### src/rtl/hamm_pkg.sv
package hamm_pkg;
  localparam int DATA_W = 7;
  localparam int PAR_W  = 4;
  localparam int CODE_W = DATA_W + PAR_W;

  typedef enum logic [1:0] {
    CLS_NONE,
    CLS_PARITY,
    CLS_DATA,
    CLS_UNCORR
  } err_cls_e;

  function automatic bit is_pow2(int p);
    return (p > 0) && ((p & (p - 1)) == 0);
  endfunction

  // data index carried by position p (p not a power of two)
  function automatic int data_idx(int p);
    int n;
    n = 0;
    for (int q = 1; q < p; q++) if (!is_pow2(q)) n++;
    return n;
  endfunction

  // positions covered by check b, parity position included
  function automatic logic [CODE_W-1:0] cover_mask(int b);
    logic [CODE_W-1:0] m;
    m = '0;
    for (int p = 1; p <= CODE_W; p++) if (((p >> b) & 1) == 1) m[p-1] = 1'b1;
    return m;
  endfunction
endpackage

### src/rtl/hamm_encoder.sv
module hamm_encoder
  import hamm_pkg::*;
#(
  parameter int DW = DATA_W,
  parameter int PW = PAR_W,
  localparam int CW = DW + PW
) (
  input  logic [DW-1:0] data_i,
  output logic [CW-1:0] code_o
);
  logic [CW-1:0] placed;
  logic [PW-1:0] par;

  for (genvar p = 1; p <= CW; p++) begin : g_pos
    if (is_pow2(p)) begin : g_par
      assign placed[p-1] = 1'b0;
      assign code_o[p-1] = par[$clog2(p)];
    end else begin : g_dat
      assign placed[p-1] = data_i[data_idx(p)];
      assign code_o[p-1] = placed[p-1];
    end
  end

  for (genvar b = 0; b < PW; b++) begin : g_chk
    assign par[b] = ^(placed & CW'(cover_mask(b)));
  end
endmodule

### src/rtl/hamm_syndrome.sv
module hamm_syndrome
  import hamm_pkg::*;
#(
  parameter int PW = PAR_W,
  parameter int CW = CODE_W
) (
  input  logic [CW-1:0] code_i,
  output logic [PW-1:0] syn_o
);
  for (genvar b = 0; b < PW; b++) begin : g_chk
    assign syn_o[b] = ^(code_i & CW'(cover_mask(b)));
  end
endmodule

### src/rtl/hamm_corrector.sv
module hamm_corrector
  import hamm_pkg::*;
#(
  parameter int DW = DATA_W,
  parameter int PW = PAR_W,
  localparam int CW = DW + PW
) (
  input  logic [CW-1:0] code_i,
  input  logic [PW-1:0] syn_i,
  output err_cls_e      cls_o,
  output logic [DW-1:0] data_o
);
  logic [CW-1:0] flip;
  logic [CW-1:0] fixed;

  always_comb begin
    if (syn_i == '0)                     cls_o = CLS_NONE;
    else if ($countones(syn_i) == 1)     cls_o = CLS_PARITY;
    else if (int'(syn_i) > CW)           cls_o = CLS_UNCORR;
    else                                 cls_o = CLS_DATA;
  end

  always_comb begin
    flip = '0;
    for (int p = 1; p <= CW; p++)
      if (cls_o == CLS_DATA && int'(syn_i) == p) flip[p-1] = 1'b1;
  end

  assign fixed = code_i ^ flip;

  for (genvar p = 1; p <= CW; p++) begin : g_ext
    if (!is_pow2(p)) begin : g_dat
      assign data_o[data_idx(p)] = fixed[p-1];
    end
  end
endmodule

### src/rtl/hamm_codec.sv
module hamm_codec
  import hamm_pkg::*;
(
  input  logic              clk_i,
  input  logic              rst_ni,
  input  logic              enc_valid_i,
  input  logic [DATA_W-1:0] enc_data_i,
  output logic              enc_valid_o,
  output logic [CODE_W-1:0] enc_code_o,
  input  logic              dec_valid_i,
  input  logic [CODE_W-1:0] dec_code_i,
  output logic              dec_valid_o,
  output logic [DATA_W-1:0] dec_data_o,
  output logic [PAR_W-1:0]  dec_syndrome_o,
  output logic              no_error_o,
  output logic              parity_err_o,
  output logic              corrected_o,
  output logic              uncorrectable_o
);
  logic [CODE_W-1:0] enc_code;
  logic [PAR_W-1:0]  syn;
  err_cls_e          cls;
  logic [DATA_W-1:0] dec_data;

  hamm_encoder #(.DW(DATA_W), .PW(PAR_W)) u_enc (
    .data_i(enc_data_i), .code_o(enc_code)
  );

  hamm_syndrome #(.PW(PAR_W), .CW(CODE_W)) u_syn (
    .code_i(dec_code_i), .syn_o(syn)
  );

  hamm_corrector #(.DW(DATA_W), .PW(PAR_W)) u_cor (
    .code_i(dec_code_i), .syn_i(syn), .cls_o(cls), .data_o(dec_data)
  );

  always_ff @(posedge clk_i or negedge rst_ni) begin
    if (!rst_ni) begin
      enc_valid_o <= 1'b0;
      enc_code_o  <= '0;
    end else begin
      enc_valid_o <= enc_valid_i;
      if (enc_valid_i) enc_code_o <= enc_code;
    end
  end

  always_ff @(posedge clk_i or negedge rst_ni) begin
    if (!rst_ni) begin
      dec_valid_o     <= 1'b0;
      dec_data_o      <= '0;
      dec_syndrome_o  <= '0;
      no_error_o      <= 1'b0;
      parity_err_o    <= 1'b0;
      corrected_o     <= 1'b0;
      uncorrectable_o <= 1'b0;
    end else begin
      dec_valid_o     <= dec_valid_i;
      no_error_o      <= dec_valid_i && cls == CLS_NONE;
      parity_err_o    <= dec_valid_i && cls == CLS_PARITY;
      corrected_o     <= dec_valid_i && cls == CLS_DATA;
      uncorrectable_o <= dec_valid_i && cls == CLS_UNCORR;
      if (dec_valid_i) begin
        dec_data_o     <= dec_data;
        dec_syndrome_o <= syn;
      end
    end
  end


  a_r3_enc_latency: assert property (@(posedge clk_i) disable iff (!rst_ni)
    enc_valid_i |=> enc_valid_o);
  a_r3_dec_latency: assert property (@(posedge clk_i) disable iff (!rst_ni)
    dec_valid_i |=> dec_valid_o);
  // data bit 0 lands at position 3
  a_r1_lsb_at_pos3: assert property (@(posedge clk_i) disable iff (!rst_ni)
    enc_valid_i |=> enc_code_o[2] == $past(enc_data_i[0]));
  // output codeword satisfies check 0
  a_r2_check0_even: assert property (@(posedge clk_i) disable iff (!rst_ni)
    enc_valid_o |-> ^(enc_code_o & cover_mask(0)) == 1'b0);

  a_r8_one_flag: assert property (@(posedge clk_i) disable iff (!rst_ni)
    dec_valid_o |-> $countones({no_error_o, parity_err_o, corrected_o, uncorrectable_o}) == 1);
  a_r8_idle_quiet: assert property (@(posedge clk_i) disable iff (!rst_ni)
    !dec_valid_o |-> {no_error_o, parity_err_o, corrected_o, uncorrectable_o} == 4'b0);

  a_r7_uncorr_range: assert property (@(posedge clk_i) disable iff (!rst_ni)
    uncorrectable_o |-> int'(dec_syndrome_o) > CODE_W);

  a_r5_parity_onehot: assert property (@(posedge clk_i) disable iff (!rst_ni)
    parity_err_o |-> $countones(dec_syndrome_o) == 1);
endmodule

### config.mk
export PLATFORM = sky130hd
export DESIGN_NAME = hamm_codec
export DESIGN_NICKNAME = d
export VERILOG_FILES = /design/src/rtl/hamm_pkg.sv /design/src/rtl/hamm_encoder.sv /design/src/rtl/hamm_syndrome.sv /design/src/rtl/hamm_corrector.sv /design/src/rtl/hamm_codec.sv
export SDC_FILE = /design/constraint.sdc
export NUM_CORES = 1
export LEC_CHECK = 0
export ABC_AREA = 1
export CAP_MARGIN = 25
export CORE_MARGIN = 2
export CORE_UTILIZATION = 30
export CTS_BUF_LIST = sky130_fd_sc_hd__clkbuf_8 sky130_fd_sc_hd__clkbuf_16
export DETAILED_ROUTE_END_ITERATION = 10
export GPL_TIMING_DRIVEN = 0
export HOLD_SLACK_MARGIN = 0.1
export PLACE_DENSITY = 0.66
export SYNTH_ARGS = -nofsm -noshare
export SYNTH_HDL_FRONTEND = slang
export SYNTH_HIERARCHICAL = 1
export SYNTH_SLANG_ARGS = --single-unit
### constraint.sdc
create_clock -name clk_i -period 1.3 [get_ports clk_i]
set_input_delay 0.26 -clock clk_i [delete_from_list [all_inputs] [get_ports clk_i]]
set_output_delay 0.26 -clock clk_i [all_outputs]
set_load 0.005 [all_outputs]
==> summary.md <==
| Metric | Value |
|---|---|
| Worst-Skew Late Latency | ~270 ps |
| Setup Crit Path Kind | in -> reg |
| Yosys Warn Count | 6 |
| Routed vias/inst | ~4.4 |
| RSZ-0062 raised after global routing | yes |
| Crit share post-route | 1.83 |
| Vias in the first global route | between 1500 and 2000 |
| DRC | 0 |
| GP Congestion | between 0.8 and 0.9 |
| Slew Limit Headroom | 0.682 |
| Reg2reg setup slack | ~590 ps |
| Hpwl dp | roughly 3300 um |
| Tightest Pin Transition | around 470 ps |
| Critical Path AT | between 2000 and 3000 ps |
| Drt first pass iters | 4 |
| Top cells by count, synth | 120 x nand2_1, 34 x inv_1, 28 x dfrtp_1, 19 x nand3_1, 12 x nor2_1 |
| Post-DP Area | approximately 2500 sq um |
| Final slew viol count | 0 |
| Clk sink count | 28 |
| Die H | ~83 um |
| Drt total wl | between 4000 and 5000 um |
| Final hold vios | 0 |
| Multi-input logic area | about 1100 sq um |
| VDD IR max | between 0.0004 and 0.0005 V |
| Final TNS setup | -11290 ps |
| Required time worst endpoint | 1510 ps |
| Power per standard cell area | roughly 1100 nW/um^2 |
| Post-synthesis area per instance | ~7 sq um |
| Antenna diodes | 0 |
| Max Cap Viol | 0 |
| Synth async-reset ratio | 1.00 |
| Design area | 2930 sq um |
| Total GRT Usage | 0.140 |
| Mapped Area | 1860 sq um |
| FF-to-FF path depth | 3 |
| Core ar. | slightly below 6000 sq um |
| Routed via count | roughly 1900 |
| Final Skew | 0 ps |
| Ports | 50 |
| Post-synthesis sequential area ratio | 0.377 |
| Violated checks | negative setup slack |
| Die area | between 6000 and 7000 sq um |
| Per-cell routed wire length | between 10 and 15 um |
| Post-route ant nets | 0 |
| Worst setup margin | -1070 ps |
| DRT iter0 DRCs | 68 |
| Area leader, netlist | dfrtp_1 |
| Tmin final | roughly 2400 ps |
| Area Growth Syn to Fin | 57.3% |
| Most frequent cell after synthesis | nand2_1 |
| Synth Instances | approximately 270 |
| CTS root buf | clkbuf_8 |
| Cts bufs inserted | 3 |
| Starting density of the core | 0.312 |
| Top post-synthesis cells by area | dfrtp_1 38%, nand2_1 24%, inv_1 6.9% |
| Clock-pin slew on the worst setup and hold paths | approximately 90 ps |
| EDFF count, synth | 0 |
| # hold bufs at CTS | 0 |
| FILL cells | around 610 |
| Unique masters post-synth | 24 |
| Worst hold path type | in -> async |
| Maximum clock insertion buffer count | 2 |
| First-pass GRT wire length | around 7500 um |
| Post-synth top area share | 0.377 |
| Row count | 28 |
| H-Tree Depth | 1 |
| Status | complete, but fails checks |
| Max FO, Critical Path | 4 |
| Syn_nets | approximately 300 |
| Share of post-route cells with drive strength above 1 | 0.289 |
| Antenna violations before repair | 0 |
| F_max | about 420 MHz |
| Finished Layout Cells | 424 |
| Lkg Pwr | about 1.6 nW |
| CTS tree | yes |
| Main synth FF type | dfrtp_1 |
| Largest net degree at the start of global routing | 20 |
| Port Buffers | 49 |
| Die span in x | slightly above 80 um |
| Yosys reg bits | 28 |
| # setup viols final | 11 |
| Placed cell count | 391 |
| Nature of the critical path startpoint | input port |
| Finished Core Util | 0.491 |
| Grt total ovfl | 0 |
| Sequential cell area | approximately 700 sq um |
| Worst Setup End Kind | register |
| Final net count | 380 |
## report_power, final
group / switching, mW / leakage, nW / total (mW) / internal, mW
sequential: 0.0506 / 0.346 / 1.05 / 1.00
clock: 0.250 / 0.0216 / 0.457 / 0.208
combinational: 0.862 / 1.26 / 1.69 / 0.831
## logic make-up after synthesis
group,Yosys count,synth area share
and+or+nand+nor,167,0.379
buffers and inverters,50,0.126
DFF,28,0.377
xor gates and xnor gates,13,0.0652
adders and majority gates,7,0.0511
AOI/OAI and AO/OA,1,0.00269
## registers in the layout (all words and copies together) (netlist names)
| signal | flops |
|---|---|
| parity_err_o | 1 |
| dec_data_o | 7 |
| dec_syndrome_o | 4 |
| uncorrectable_o | 1 |
| no_error_o | 1 |
| enc_code_o | 11 |
| dec_valid_o | 1 |
| corrected_o | 1 |
| enc_valid_o | 1 |
## path summary, 6_finish.rpt
check / start / endpoint
worst max-delay path: dec_code_i[10] / dec_data_o[4]
worst min-delay path: rst_ni / dec_data_o[0]
worst max register to register: dec_syndrome_o[3] / dec_syndrome_o[3]
worst min register to register: dec_data_o[6] / dec_data_o[6]
max in group asynchronous: rst_ni / enc_code_o[4]
min in group clk_i: dec_code_i[8] / dec_data_o[4]
## routing by layer
metal / track usage / wire, um / up-vias
met1: 0.168 / 1960 / 840
met5: 0 / 0 / -
li1: - / - / 960
met3: 0.0207 / 279 / 7
met4: 0.0393 / 58 / 0
met2: 0.258 / 2280 / 51
## worst max-delay path, stage by stage
cell	delay (ps)
buf_12	110
xnor2_4	150
buf_12	130
xnor2_4	170
inv_2	70
buf_4	130
buf_4	120
buf_4	120
buf_4	120
buf_4	120
buf_4	120
buf_4	120
buf_4	120
buf_4	120
nor2_2	140
inv_1	110
nor2_2	110
nand3_2	70
nand2_1	70
nand2_1	50
nand2_1	50
## stage by stage
stage	total power, mW	hold slack, ps	worst slack, ps
3_5_place_dp	2.38	457	-1920
2_1_floorplan	1.85	-35.6	-1030
4_1_cts	3.06	323	-1040
5_1_grt	3.47	348	-1200
6_report	3.20	310	-1070
3_3_place_gp	2.35	453	-1880
## area by class of cell
type / count / share of cell area
plain buffers: 11 / 0.0291
clock buffers: 3 / 0.0141
inverters: 39 / 0.0517
multi-input cells: 188 / 0.388
flip-flops and latches: 28 / 0.239
well taps: 75 / 0.0321
repair buffers: 80 / 0.245
## placed cells by master (no fill, tap or decap), types with 2 or more instances in the layout
cell type        instances
nand4_1                  7
xor2_2                   2
buf_6                    5
buf_2                    5
nand3_1                 11
nor2_2                   7
xor2_1                   3
inv_4                    2
nand2_4                  3
xnor2_2                  3
dlygate4sd2_1           28
xnor2_4                  2
inv_2                    8
ha_1                     4
buf_12                   3
inv_1                   29
dfrtp_1                 28
xnor2_1                  2
nand2_1                115
clkbuf_8                 3
nand3_2                  8
nand2_2                  4
buf_4                   36
clkdlybuf4s50_1         10
nor2_4                   2
ha_4                     2
nor2_1                   7
## timing repair
action / CTS / global route
cloned: 0 / 0
buffers inserted: 22 / 8
pin swaps: 21 / 24
endpoints found under the setup margin: 43 / 13
gates resized for setup: 94 / 23
Note: power is estimated with default switching activity, not from simulation.
